`src/rtl/alu_slice_pkg.sv`:
```
package alu_slice_pkg;

  localparam int unsigned SEL_W = 4;

  typedef enum logic [1:0] {
    P_A       = 2'd0,
    P_A_OR_B  = 2'd1,
    P_A_OR_NB = 2'd2,
    P_ONES    = 2'd3
  } p_term_e;

  typedef enum logic [1:0] {
    Q_ZERO     = 2'd0,
    Q_A_AND_NB = 2'd1,
    Q_A_AND_B  = 2'd2,
    Q_A        = 2'd3
  } q_term_e;

  function automatic logic logic_bit(input logic [SEL_W-1:0] sel,
                                     input logic a, input logic b);
    logic r;
    case (sel)
      4'd0:    r = ~a;
      4'd1:    r = ~(a | b);
      4'd2:    r = ~a & b;
      4'd3:    r = 1'b0;
      4'd4:    r = ~(a & b);
      4'd5:    r = ~b;
      4'd6:    r = a ^ b;
      4'd7:    r = a & ~b;
      4'd8:    r = ~a | b;
      4'd9:    r = ~(a ^ b);
      4'd10:   r = b;
      4'd11:   r = a & b;
      4'd12:   r = 1'b1;
      4'd13:   r = a | ~b;
      4'd14:   r = a | b;
      default: r = a;
    endcase
    return r;
  endfunction

endpackage

```
`src/rtl/alu_logic_unit.sv`:
```
module alu_logic_unit
  import alu_slice_pkg::*;
#(
  parameter int unsigned WIDTH = 4
) (
  input  logic [WIDTH-1:0] a_i,
  input  logic [WIDTH-1:0] b_i,
  input  logic [SEL_W-1:0] sel_i,
  output logic [WIDTH-1:0] f_o
);

  for (genvar g = 0; g < WIDTH; g++) begin : g_bit
    always_comb f_o[g] = logic_bit(sel_i, a_i[g], b_i[g]);
  end

endmodule

```
`src/rtl/alu_arith_terms.sv`:
```
module alu_arith_terms
  import alu_slice_pkg::*;
#(
  parameter int unsigned WIDTH = 4
) (
  input  logic [WIDTH-1:0] a_i,
  input  logic [WIDTH-1:0] b_i,
  input  logic [SEL_W-1:0] sel_i,
  output logic [WIDTH-1:0] p_o,
  output logic [WIDTH-1:0] q_o
);

  p_term_e p_sel;
  q_term_e q_sel;

  always_comb begin
    p_sel = p_term_e'(sel_i[1:0]);
    q_sel = q_term_e'(sel_i[3:2]);
  end

  always_comb begin
    case (p_sel)
      P_A:       p_o = a_i;
      P_A_OR_B:  p_o = a_i | b_i;
      P_A_OR_NB: p_o = a_i | ~b_i;
      default:   p_o = '1;
    endcase
  end

  always_comb begin
    case (q_sel)
      Q_ZERO:     q_o = '0;
      Q_A_AND_NB: q_o = a_i & ~b_i;
      Q_A_AND_B:  q_o = a_i & b_i;
      default:    q_o = a_i;
    endcase
  end

endmodule

```
`src/rtl/alu_ripple_adder.sv`:
```
module alu_ripple_adder #(
  parameter int unsigned WIDTH = 4
) (
  input  logic [WIDTH-1:0] x_i,
  input  logic [WIDTH-1:0] y_i,
  input  logic             c_i,
  output logic [WIDTH-1:0] s_o,
  output logic             c_o
);

  logic [WIDTH:0] chain;

  always_comb chain[0] = c_i;

  for (genvar g = 0; g < WIDTH; g++) begin : g_fa
    logic prop;
    logic gen;
    always_comb begin
      prop        = x_i[g] ^ y_i[g];
      gen         = x_i[g] & y_i[g];
      s_o[g]      = prop ^ chain[g];
      chain[g+1]  = gen | (prop & chain[g]);
    end
  end

  always_comb c_o = chain[WIDTH];

endmodule

```
`src/rtl/alu_slice.sv`:
```
module alu_slice
  import alu_slice_pkg::*;
#(
  parameter int unsigned WIDTH = 4
) (
  input  logic [WIDTH-1:0] opnd_a,
  input  logic [WIDTH-1:0] opnd_b,
  input  logic [SEL_W-1:0] func_sel,
  input  logic             logic_mode,
  input  logic             carry_in,
  output logic [WIDTH-1:0] result,
  output logic             carry_out
);

  logic [WIDTH-1:0] logic_f;
  logic [WIDTH-1:0] term_p;
  logic [WIDTH-1:0] term_q;
  logic [WIDTH-1:0] sum_f;
  logic             sum_c;

  alu_logic_unit #(.WIDTH(WIDTH)) u_logic (
    .a_i   (opnd_a),
    .b_i   (opnd_b),
    .sel_i (func_sel),
    .f_o   (logic_f)
  );

  alu_arith_terms #(.WIDTH(WIDTH)) u_terms (
    .a_i   (opnd_a),
    .b_i   (opnd_b),
    .sel_i (func_sel),
    .p_o   (term_p),
    .q_o   (term_q)
  );

  alu_ripple_adder #(.WIDTH(WIDTH)) u_add (
    .x_i (term_p),
    .y_i (term_q),
    .c_i (carry_in),
    .s_o (sum_f),
    .c_o (sum_c)
  );

  always_comb begin
    if (logic_mode) begin
      result    = logic_f;
      carry_out = 1'b0;
    end else begin
      result    = sum_f;
      carry_out = sum_c;
    end
  end

endmodule

```
`config.mk`:
```
export PLATFORM = sky130hd
export DESIGN_NAME = alu_slice
export DESIGN_NICKNAME = d
export VERILOG_FILES = /design/src/rtl/alu_slice_pkg.sv /design/src/rtl/alu_logic_unit.sv /design/src/rtl/alu_arith_terms.sv /design/src/rtl/alu_ripple_adder.sv /design/src/rtl/alu_slice.sv
export SDC_FILE = /design/constraint.sdc
export NUM_CORES = 1
export LEC_CHECK = 0
export ABC_AREA = 1
export BUFFER_PORTS_ARGS = -buffer_cell sky130_fd_sc_hd__clkbuf_2
export CORE_UTILIZATION = 25
export DETAILED_ROUTE_END_ITERATION = 6
export MAX_ROUTING_LAYER = met4
export RECOVER_POWER = 100
export SLEW_MARGIN = 20
export SYNTH_ARGS = -nofsm -noshare
export SYNTH_HDL_FRONTEND = slang
export SYNTH_SLANG_ARGS = --single-unit
```
`constraint.sdc`:
```
create_clock -name vclk -period 3.55
set_input_delay 0.355 -clock vclk [all_inputs]
set_output_delay 0.355 -clock vclk [all_outputs]
set_load 0.02 [all_outputs]
```
==> results of run 1 <==
[repair_timing]
action,CTS,global route
gates resized for setup,0,5
hold buffers,0,0
setup endpoints to repair,0,1
[cell type report]
| class | instances | share of cell area, % |
|---|---|---|
| tap | 72 | 5.50 |
| multi-input combinational | 211 | 77.2 |
| timing repair buffer | 25 | 8.41 |
| inverter | 35 | 8.87 |
[cells by family after synthesis]
family	count (synthesis)	synth area share, %
AOI/OAI and AO/OA	18	6.05
adders and majority gates	30	27.2
buffers and inverters	46	16.8
and+or+nand+nor	163	49.9
[critical path, cell delays in order]
cell                       delay, ns
sky130_fd_sc_hd__clkbuf_2       0.12
sky130_fd_sc_hd__inv_2          0.10
sky130_fd_sc_hd__ha_4           0.16
sky130_fd_sc_hd__o21ai_0        0.09
sky130_fd_sc_hd__o21ai_1        0.13
sky130_fd_sc_hd__nand3_1        0.12
sky130_fd_sc_hd__fa_1           0.42
sky130_fd_sc_hd__fa_2           0.35
sky130_fd_sc_hd__fa_1           0.38
sky130_fd_sc_hd__fa_1           0.49
sky130_fd_sc_hd__nand2_1        0.05
sky130_fd_sc_hd__nand2_1        0.06
sky130_fd_sc_hd__clkbuf_2       0.16
[worst min-delay path by stage]
stage / from / to / slack [ns] / cells past startpoint
2_1_floorplan: logic_mode / carry_out / 0.79 / 1
3_3_place_gp: logic_mode / carry_out / 1.04 / 3
3_5_place_dp: logic_mode / carry_out / 1.05 / 3
4_1_cts: logic_mode / carry_out / 1.05 / 3
5_1_grt: logic_mode / carry_out / 1.06 / 3
6_report: logic_mode / carry_out / 1.05 / 3
[per-layer routing]
| layer | track usage, % | share of wire, % |
|---|---|---|
| met5 | - | 0 |
| met4 | 1.64 | 0.19 |
| met3 | 0.345 | 3.2 |
| met2 | 23.2 | 46 |
| met1 | 21.2 | 51 |
[layout by cell type (no fill, tap or decap), drive strengths merged]
master | Yosys | routed
inv | 33 | 33
nor2 | 34 | 34
clkinv | 1 | 1
nand3 | 53 | 53
ha | 26 | 26
buf | 11 | 6
o21ai | 14 | 14
fa | 4 | 4
nand2 | 76 | 76
a21oi | 4 | 4
clkbuf | 0 | 19
bufinv | 1 | 1
[power breakdown]
group	switching (mW)	internal, mW
combinational	0.137	0.0735
clock	0	0
sequential	0	0
==> results.md, run 1 <==
- The HPWL after detailed placement is 3.27 mm.
- The die footprint is 0.00627 mm².
- The placeable core region is approximately 0.0056 mm².
- The number of max-slew violations in the final report is 0.
- Entering global routing, the biggest net connects 18 pins.
- For the final routed database, the setup TNS stands at 0 ns.
- The final layout contains about 320 nets.
- The area growth from synthesis to layout is 9.92%.
- The worst setup path endpoint is result[3].
- The hold violation count in the final report is 0.
- At the worst endpoint, the required time is roughly 3.2 ns.
- After detailed placement, the total cell area comes to roughly 0.0016 mm².
- The detailed-routing iteration count for the pre-antenna-repair pass is 4.
- At the placement stage, the worst setup path has a slack of 0.111 ns.
- Measured on the finished design, the core utilization comes to about 29%.
- The global-route wire length before repair is 7.27 mm.
- For this run, the register share of the synthesized area comes to 0%.
- Row generation in the floorplan step produced 27 rows.
- The number of placed instances, taps included is between 300 and 400.
- Summed over all layers, the routed wires come to roughly 4.3 mm.
- Counting every net in the synthesized netlist gives ~300.
- sky130_fd_sc_hd__nand2_1 is the most common cell in the netlist.
- The total leakage power is around 0.92 nW.
- The via count of the first global-routing pass is around 1500.
- Setup slack on the critical path of the routed design comes to roughly 0.21 ns.
- The final cell count without fillers is between 300 and 400.
- Port buffering added 19 buffers.
- The post-route netlist has 17.3% of its cells at a drive strength greater than 1.
- For the finished layout, the period the worst path requires is 3.34 ns.
- The worst setup path startpoint is func_sel[0].
- After synthesis, the cell types taking the most area are sky130_fd_sc_hd__ha_1, sky130_fd_sc_hd__nand2_1, sky130_fd_sc_hd__nand3_1.
- The worst hold path belongs to the class in2out.
- The number of warnings printed during yosys synthesis is 0.
- The aggregate global-route resource usage is 14.6%.
- The global placement routability congestion is around 0.86.
- After detailed routing, the average wire length per cell comes to approximately 12 µm.
- The gate count after technology mapping is approximately 260.
- In the synthesized netlist, the cells that appear most often are sky130_fd_sc_hd__nand2_1, sky130_fd_sc_hd__nand3_1, sky130_fd_sc_hd__nor2_1.
- The share of the synthesized area in the top cell type is a little over a fifth.
- The number of maximum-capacitance violations is 0.
- Headroom to the max-slew limit came out at between 40% and 50%.
- The first routing iteration left about 210 violations.
- The overall power is 0.210 mW.
- For this configuration, the core starts out at a cell density of between 20% and 30%.
- In this run the post-CTS setup repair buffer count came out at 0.
- The total area of sequential cells is 0 µm².
- The worst setup path is captured at a primary output.
- The die height is 79.2 µm.
- Along the worst path, the maximum fanout reaches 4.
- The arrival time of the worst setup path is around 3.0 ns.
- The width of the chip is 79.2 µm.
- At the pin with the least slew margin, the transition time is approximately 0.83 ns.
- The post-route DRC violation count is 0.
- The worst setup path category is in2out.
- Setup violations remaining at the end of the flow were counted as 0.
- The final period utilization is 94.0%.
- The worst ir drop on vdd is 0.0000710 V.
- Setup repair after global routing left no endpoint under its margin.
- The largest total area in the synthesized netlist belongs to sky130_fd_sc_hd__ha_1.
- The routed layout has approximately 1600 vias.
- The run finished with clean final reports.
- The ratio of routed vias to standard cells is approximately 4.8.
- The power density relative to cell area is around 130 mW/mm².
- Based on the critical path, the design can be clocked at up to around 300 MHz.
- STA classifies the critical path startpoint as a primary input.
- The footprint of the multi-input gates is about 0.0013 mm².
- Global routing finished with a remaining overflow of 0.
- Pin placement for this block handled 19 I/O pins.
- Summing every instance area after synthesis gives ~0.0015 mm².
- The initial antenna violation count is 0.
- The number of library cell types mapped by synthesis is 19.
- The total of fill cells in the finished design is roughly 660.
- The detail route stage leaves a number of antenna-violating nets equal to 0.
- The post-route standard cell area excluding fillers is 0.00164 mm².
- There are 0 flip-flops and latches.
- The final-layout worst hold slack is 1.05 ns.
- The number of antenna diodes in the final layout is 0.
- The clock buffer instance count of the final layout is 0.
- A synthesized cell averages around 5.8 µm².
(Power assumes the default switching activity.)
==> run 2, diff against run 1 <==
Clock period 3.55 ns to 3.7 ns, I/O delays scaled along.
==> run 2 against run 1 <==
  * Flip-flop and latch count did not move
  * Sequential share of layout area did not move
  * Setup slack improved by 0.045 ns
  * Final area fell by 1.9%
  * Global-route usage rose by 0.55 points
  * Count of clock-buffer cells in the layout did not move
  * Power fell by 6.5%
  * Routed wire length fell by 1.8%
  * Via count fell by 0.92%
  * Non-clock buffer count fell by 1
  * Final cell count fell by 0.29%
  * Largest power group unchanged
  * Highest routed layer unchanged
==> results.md, run 2 (same netlist as run 1, synthesis figures left out) <==
- The largest fanout on the critical path is 4 (unchanged).
- The worst hold path cell count is 3 (unchanged).
- The via count of the first global-routing pass is 1521 (was 1498).
- The number of flip-flops and latches is 0 (unchanged).
- The biggest cell delay along the critical path came to 0.49 ns (about the same).
- Status: finished clean (unchanged).
- The area growth from synthesis to final layout is 7.82% (was 9.92%).
- The final setup violation count is 0 (unchanged).
- The total area of sequential cells is 0 µm² (unchanged).
- The number of inserted diodes is 0 (unchanged).
- The number of nets in the layout is 316 (was 317).
- The detailed-routing iteration count for the pre-antenna-repair pass is 4 (unchanged).
- The minimum clock period is around 3.4 ns.
- The final global-route overflow total was 0 (unchanged).
- The worst setup path category is in2out (unchanged).
- The cell count along the critical path was 13 (unchanged).
- The most frequent cell on the critical path is sky130_fd_sc_hd__fa_1 (unchanged).
- Worst-path cell chain: clkbuf_2, inv_1, ha_2, o21ai_0, o21ai_1, nand3_1, fa_1, fa_1, fa_1, fa_1, nand2_1, nand2_1, clkbuf_2 (was clkbuf_2, inv_2, ha_4, o21ai_0, o21ai_1, nand3_1, fa_1, fa_2, fa_1, fa_1, nand2_1, nand2_1, clkbuf_2).
- The maximum clock frequency is 291 MHz.
- The type of the worst min-delay path is in2out (unchanged).
- The footprint of the multi-input gates came to 0.00124 mm² (was 0.00126 mm²).
- The most common cell after layout, fill and taps aside is sky130_fd_sc_hd__nand2_1 (unchanged).
- The initial antenna violation count came to 0 (unchanged).
- The worst max-slew margin expressed relative to the limit was 46.7% (was 44.3%).
- The die footprint is 0.00627 mm² (unchanged).
- The number of vias in the routed layout is 1623 (was 1638).
- The die height was 79.2 µm (unchanged).
- The number of I/O port buffers is 19 (unchanged).
- The global-route wire length before repair is 7.50 mm (was 7.27 mm).
- The final-layout setup total negative slack is 0 ns (unchanged).
- The ratio of routed vias to standard cells came to 4.75 (was 4.78).
- The maximum number of pins on one net before global-route repair is 18 (unchanged).
- The first-iteration detailed-routing DRC count was 192 (was 206).
- The worst-case setup margin in the final layout is 0.258 ns (was 0.213 ns).
- The dominant delay contributor by cell family on the critical path is adder cells (unchanged).
- The number of rows created at floorplan is 27 (unchanged).
- The total buffers and inverters traversed by the critical path is 3 (unchanged).
- The hold violation count in the final report came to 0 (unchanged).
- The fraction of the core area covered by cells at the end of the flow is 28.6% (was 29.2%).
- The number of primary I/O pins was 19 (unchanged).
- The required time of the worst setup path came to 3.33 ns (was 3.19 ns).
- The number of hold buffers added after cts came to 0 (unchanged).
- The power density relative to cell area is 122 mW/mm² (was 128 mW/mm²).
- The final-layout worst hold slack is 1.07 ns (was 1.05 ns).
- In the finished design, the share of the clock period the worst path needs comes to between 90% and 100%.
- The width of the chip is 79.2 µm (unchanged).
- The starting density of the core came to 26.6% (unchanged).
- The number of max-slew violations in the final report is 0 (unchanged).
- The post-detailed-route wirelength per cell is 12.3 µm (was 12.5 µm).
- The placeable core region came to 0.00561 mm² (unchanged).
- The clock buffer instance count of the final layout came to 0 (unchanged).
- The pre-CTS setup slack is 0.196 ns (was 0.111 ns).
- The nature of the critical path startpoint is a primary input (unchanged).
- The fraction of layout instances using a drive strength above 1 is 16.3% (was 17.3%).
- The HPWL after detailed placement is 3.30 mm (was 3.27 mm).
- The post-detailed-routing wire length is 4.20 mm (was 4.28 mm).
- The worst ir drop on vdd is 0.0000734 V (was 0.0000710 V).
- The slowest cell on the critical path is sky130_fd_sc_hd__fa_1 (unchanged).
- The total of fill cells in the finished design came to 668 (was 663).
- The total leakage power is 0.920 nW (was 0.921 nW).
- The post-route DRC violation count is 0 (unchanged).
- The aggregate global-route resource usage came to 15.2% (was 14.6%).
- The number of nets still failing antenna checks after routing is 0 (unchanged).
- The number of maximum-capacitance violations is 0 (unchanged).
- The element type at the critical path end is a primary output (unchanged).
- The global placement routability congestion is 0.875 (was 0.861).
- Setup repair after global routing missed its margin: no (unchanged).
- Leading cell types in the layout, fill and taps excluded: sky130_fd_sc_hd__nand2_1, sky130_fd_sc_hd__nand3_1, sky130_fd_sc_hd__nor2_1 (unchanged).
- The arrival time of the worst setup path came to 3.07 ns (was 2.98 ns).
- The slew at the pin closest to its max-slew limit was 0.800 ns (was 0.835 ns).
[run 2: cell types whose count changed in the layout (fill, tap and decap cells not counted)]
cell                       change
sky130_fd_sc_hd__ha_4          -2
sky130_fd_sc_hd__buf_4         -1
sky130_fd_sc_hd__clkbuf_1      -1
sky130_fd_sc_hd__clkbuf_2      +1
sky130_fd_sc_hd__fa_1          +1
sky130_fd_sc_hd__fa_2          -1
sky130_fd_sc_hd__ha_1          +1
sky130_fd_sc_hd__ha_2          +1
sky130_fd_sc_hd__inv_1         +1
sky130_fd_sc_hd__inv_2         -1
[run 2: path summary, 6_finish.rpt]
check | from | endpoint
min | logic_mode | carry_out
max | func_sel[0] | result[3]
[run 2: per-layer routing]
metal | wire [µm] | global-route usage, %
met5 | 0 | -
met4 | 24 | 2.36
met3 | 255 | 0.690
met2 | 1950 | 23.9
met1 | 1970 | 21.7
[run 2: timing repair]
action                                  4_1_cts  5_1_grt
setup buffers                                 0        0
endpoints found under the setup margin        0        1
resized for setup                             0        1
[run 2: final cells by class]
type,count,area share (%)
inverter,35,9.04
tap,72,5.61
multi-input combinational,211,77.2
timing repair buffer,24,8.18
[run 2: metrics by stage]
step                std cells  power (mW)  instance area [µm²]
finish                    342       0.196                 1610
global placement          342       0.197                 1610
detailed placement        342       0.197                 1610
CTS                       342       0.198                 1610
global route              342       0.225                 1610
floorplan                 257       0.142                 1490
[run 2: power breakdown]
group | internal (mW) | total (mW) | switching [mW]
Clock | 0 | 0 | 0
Sequential | 0 | 0 | 0
Combinational | 0.0679 | 0.196 | 0.128
Total | 0.0679 | 0.196 | 0.128
==> run 3, diff against run 2 <==
Settings changed: CORE_UTILIZATION 25 to 45.
==> run 3 against run 2 <==
  * Count of clock-buffer cells in the layout did not move
  * Die area fell by 43%
  * Power fell by 1.6%
  * Utilization rose by 22 points
  * First-iteration DRC count fell by 38%
  * Critical path depth rose by 1
  * Non-clock buffer count did not move
  * Combinational power barely moved
  * Global-route usage rose by 9.5 points
  * Sequential share of layout area did not move
  * Flip-flop and latch count did not move
  * Fmax fell by 1.7%
  * Highest routed layer unchanged
==> results.md, run 3 (same netlist as run 1, synthesis figures left out) <==
- Status: finished clean (unchanged).
- The overall power is 0.193 mW (was 0.196 mW).
- The fraction of layout instances using a drive strength above 1 was 15.6% (was 16.3%).
- The number of maximum-capacitance violations is 0 (unchanged).
- The count of buffers added by post-CTS timing repair for setup is 0 (unchanged).
- The nature of the critical path startpoint is a primary input (unchanged).
- The most common cell after layout, fill and taps aside is sky130_fd_sc_hd__nand2_1 (unchanged).
- The total leakage power is 0.918 nW (was 0.920 nW).
- The number of hold buffers added after cts is 0 (unchanged).
- The element type at the critical path end is a primary output (unchanged).
- The minimum clock period came to 3.50 ns (was 3.44 ns).
- The required time of the worst setup path is 3.33 ns (about the same).
- The number of instances resized during post-cts repair is 0 (unchanged).
- Leading cell types in the layout, fill and taps excluded: sky130_fd_sc_hd__nand2_1, sky130_fd_sc_hd__nand3_1, sky130_fd_sc_hd__nor2_1 (unchanged).
- The number of flip-flops and latches is 0 (unchanged).
- The die height was 59.5 µm (was 79.2 µm).
- The largest fanout on the critical path is 4 (unchanged).
- The fraction of the core area covered by cells at the end of the flow is 50.5% (was 28.6%).
- The type of the worst min-delay path was in2out (unchanged).
- The number of I/O port buffers was 19 (unchanged).
- The arrival time of the worst setup path is 3.13 ns (was 3.07 ns).
- The ratio of routed vias to standard cells came to 5.11 (was 4.75).
- The number of nets still failing antenna checks after routing is 0 (unchanged).
- The clock buffer instance count of the final layout is 0 (unchanged).
- The power density relative to cell area was 123 mW/mm² (was 122 mW/mm²).
- The slowest cell on the critical path is sky130_fd_sc_hd__fa_1 (unchanged).
- The width of the chip was 59.5 µm (was 79.2 µm).
- The initial antenna violation count was 0 (unchanged).
- The total area of sequential cells was 0 µm² (unchanged).
- The total buffers and inverters traversed by the critical path is 4 (was 3).
- The post-detailed-route wirelength per cell came to 12.8 µm (was 12.3 µm).
- The dominant delay contributor by cell family on the critical path is adder cells (unchanged).
- The number of inserted diodes was 0 (unchanged).
- The number of vias in the routed layout came to 1603 (was 1623).
- The global-route wire length before repair was 6.56 mm (was 7.50 mm).
- The final global-route overflow total is 0 (unchanged).
- The placeable core region is 0.00310 mm² (was 0.00561 mm²).
- The worst ir drop on vdd was 0.0000570 V (was 0.0000734 V).
- The number of max-slew violations in the final report is 0 (unchanged).
- The global placement routability congestion is 0.921 (was 0.875).
- The pre-CTS setup slack is 0.210 ns (was 0.196 ns).
- The via count of the first global-routing pass is 1389 (was 1521).
- The final setup violation count is 0 (unchanged).
- The worst hold path cell count was 3 (unchanged).
- The aggregate global-route resource usage is 24.7% (was 15.2%).
- The footprint of the multi-input gates was 0.00124 mm² (about the same).
- Worst-path cell chain: clkbuf_2, inv_1, ha_1, inv_2, nor2_1, o21ai_1, nand3_1, fa_1, fa_1, fa_1, fa_1, nand2_1, nand2_1, clkbuf_2 (was clkbuf_2, inv_1, ha_2, o21ai_0, o21ai_1, nand3_1, fa_1, fa_1, fa_1, fa_1, nand2_1, nand2_1, clkbuf_2).
- The worst-case setup margin in the final layout is 0.197 ns (was 0.258 ns).
- The final-layout setup total negative slack is 0 ns (unchanged).
- The worst max-slew margin expressed relative to the limit is 44.9% (was 46.7%).
- The worst setup path category is in2out (unchanged).
- The HPWL after detailed placement is 3.10 mm (was 3.30 mm).
- The first-iteration detailed-routing DRC count was 119 (was 192).
- The hold violation count in the final report is 0 (unchanged).
- The final period utilization is 94.7% (was 93.0%).
- The maximum number of pins on one net before global-route repair is 18 (unchanged).
- The endpoint of the worst hold path is carry_out (unchanged).
- The launch instance of the worst min-delay path is logic_mode (unchanged).
- The maximum clock frequency is 285 MHz (was 291 MHz).
- The number of nets in the layout is 316 (unchanged).
- The starting density of the core was 48.0% (was 26.6%).
- The area growth from synthesis to final layout is 5.21% (was 7.82%).
- The slew at the pin closest to its max-slew limit came to 0.826 ns (was 0.800 ns).
- The total of fill cells in the finished design was 362 (was 668).
- Setup repair after global routing missed its margin: no (unchanged).
- The die footprint was 0.00354 mm² (was 0.00627 mm²).
- The most frequent cell on the critical path is sky130_fd_sc_hd__fa_1 (unchanged).
- The biggest cell delay along the critical path is 0.49 ns (about the same).
- The post-route DRC violation count is 0 (unchanged).
- The post-detailed-routing wire length is 4.02 mm (was 4.20 mm).
- The number of rows created at floorplan is 20 (was 27).
- The number of primary I/O pins is 19 (unchanged).
- The detailed-routing iteration count for the pre-antenna-repair pass is 4 (unchanged).
[run 3: cell counts in the layout (fill, tap and decap cells not counted)]
Identical to the previous run, type by type.
[run 3: report_power, final]
group / leakage, nW / internal (mW) / switching, mW / total, mW
clock network: 0 / 0 / 0 / 0
logic: 0.918 / 0.0665 / 0.127 / 0.193
registers: 0 / 0 / 0 / 0
total: 0.918 / 0.0665 / 0.127 / 0.193
[run 3: worst max-delay path by stage]
stage	startpoint	to	slack, ns	cells past startpoint
6_report	func_sel[0]	result[3]	0.20	14
5_1_grt	func_sel[0]	result[3]	0.02	14
4_1_cts	func_sel[0]	result[3]	0.20	14
3_5_place_dp	func_sel[0]	result[3]	0.21	14
3_3_place_gp	func_sel[0]	result[3]	0.23	14
2_1_floorplan	func_sel[0]	result[3]	0.36	13
[run 3: layer usage]
| layer | vias up | global-route usage, % | share of wire (%) |
|---|---|---|---|
| met2 | 39 | 41.4 | 47 |
| met5 | - | - | 0 |
| li1 | 833 | - | - |
| met3 | 4 | 0.655 | 4.4 |
| met1 | 727 | 33.7 | 47 |
| met4 | 0 | 3.65 | 1.2 |
[run 3: metrics by stage]
stage	instances	hold WS (ns)	cell area, µm²
2_1_floorplan	257	0.820	1490
3_3_place_gp	314	1.08	1570
3_5_place_dp	314	1.08	1570
4_1_cts	314	1.08	1570
5_1_grt	314	1.11	1570
6_report	314	1.08	1570
[run 3: final cells by class]
cell class	instances	area share, %
inverters	35	9.27
multi-input cells	211	78.9
well taps	44	3.51
repair buffers	24	8.31
[run 3: worst min-delay path, stage by stage]
cell	delay, ns
sky130_fd_sc_hd__clkbuf_2	0.14
sky130_fd_sc_hd__nor2_1	0.06
sky130_fd_sc_hd__clkbuf_2	0.14
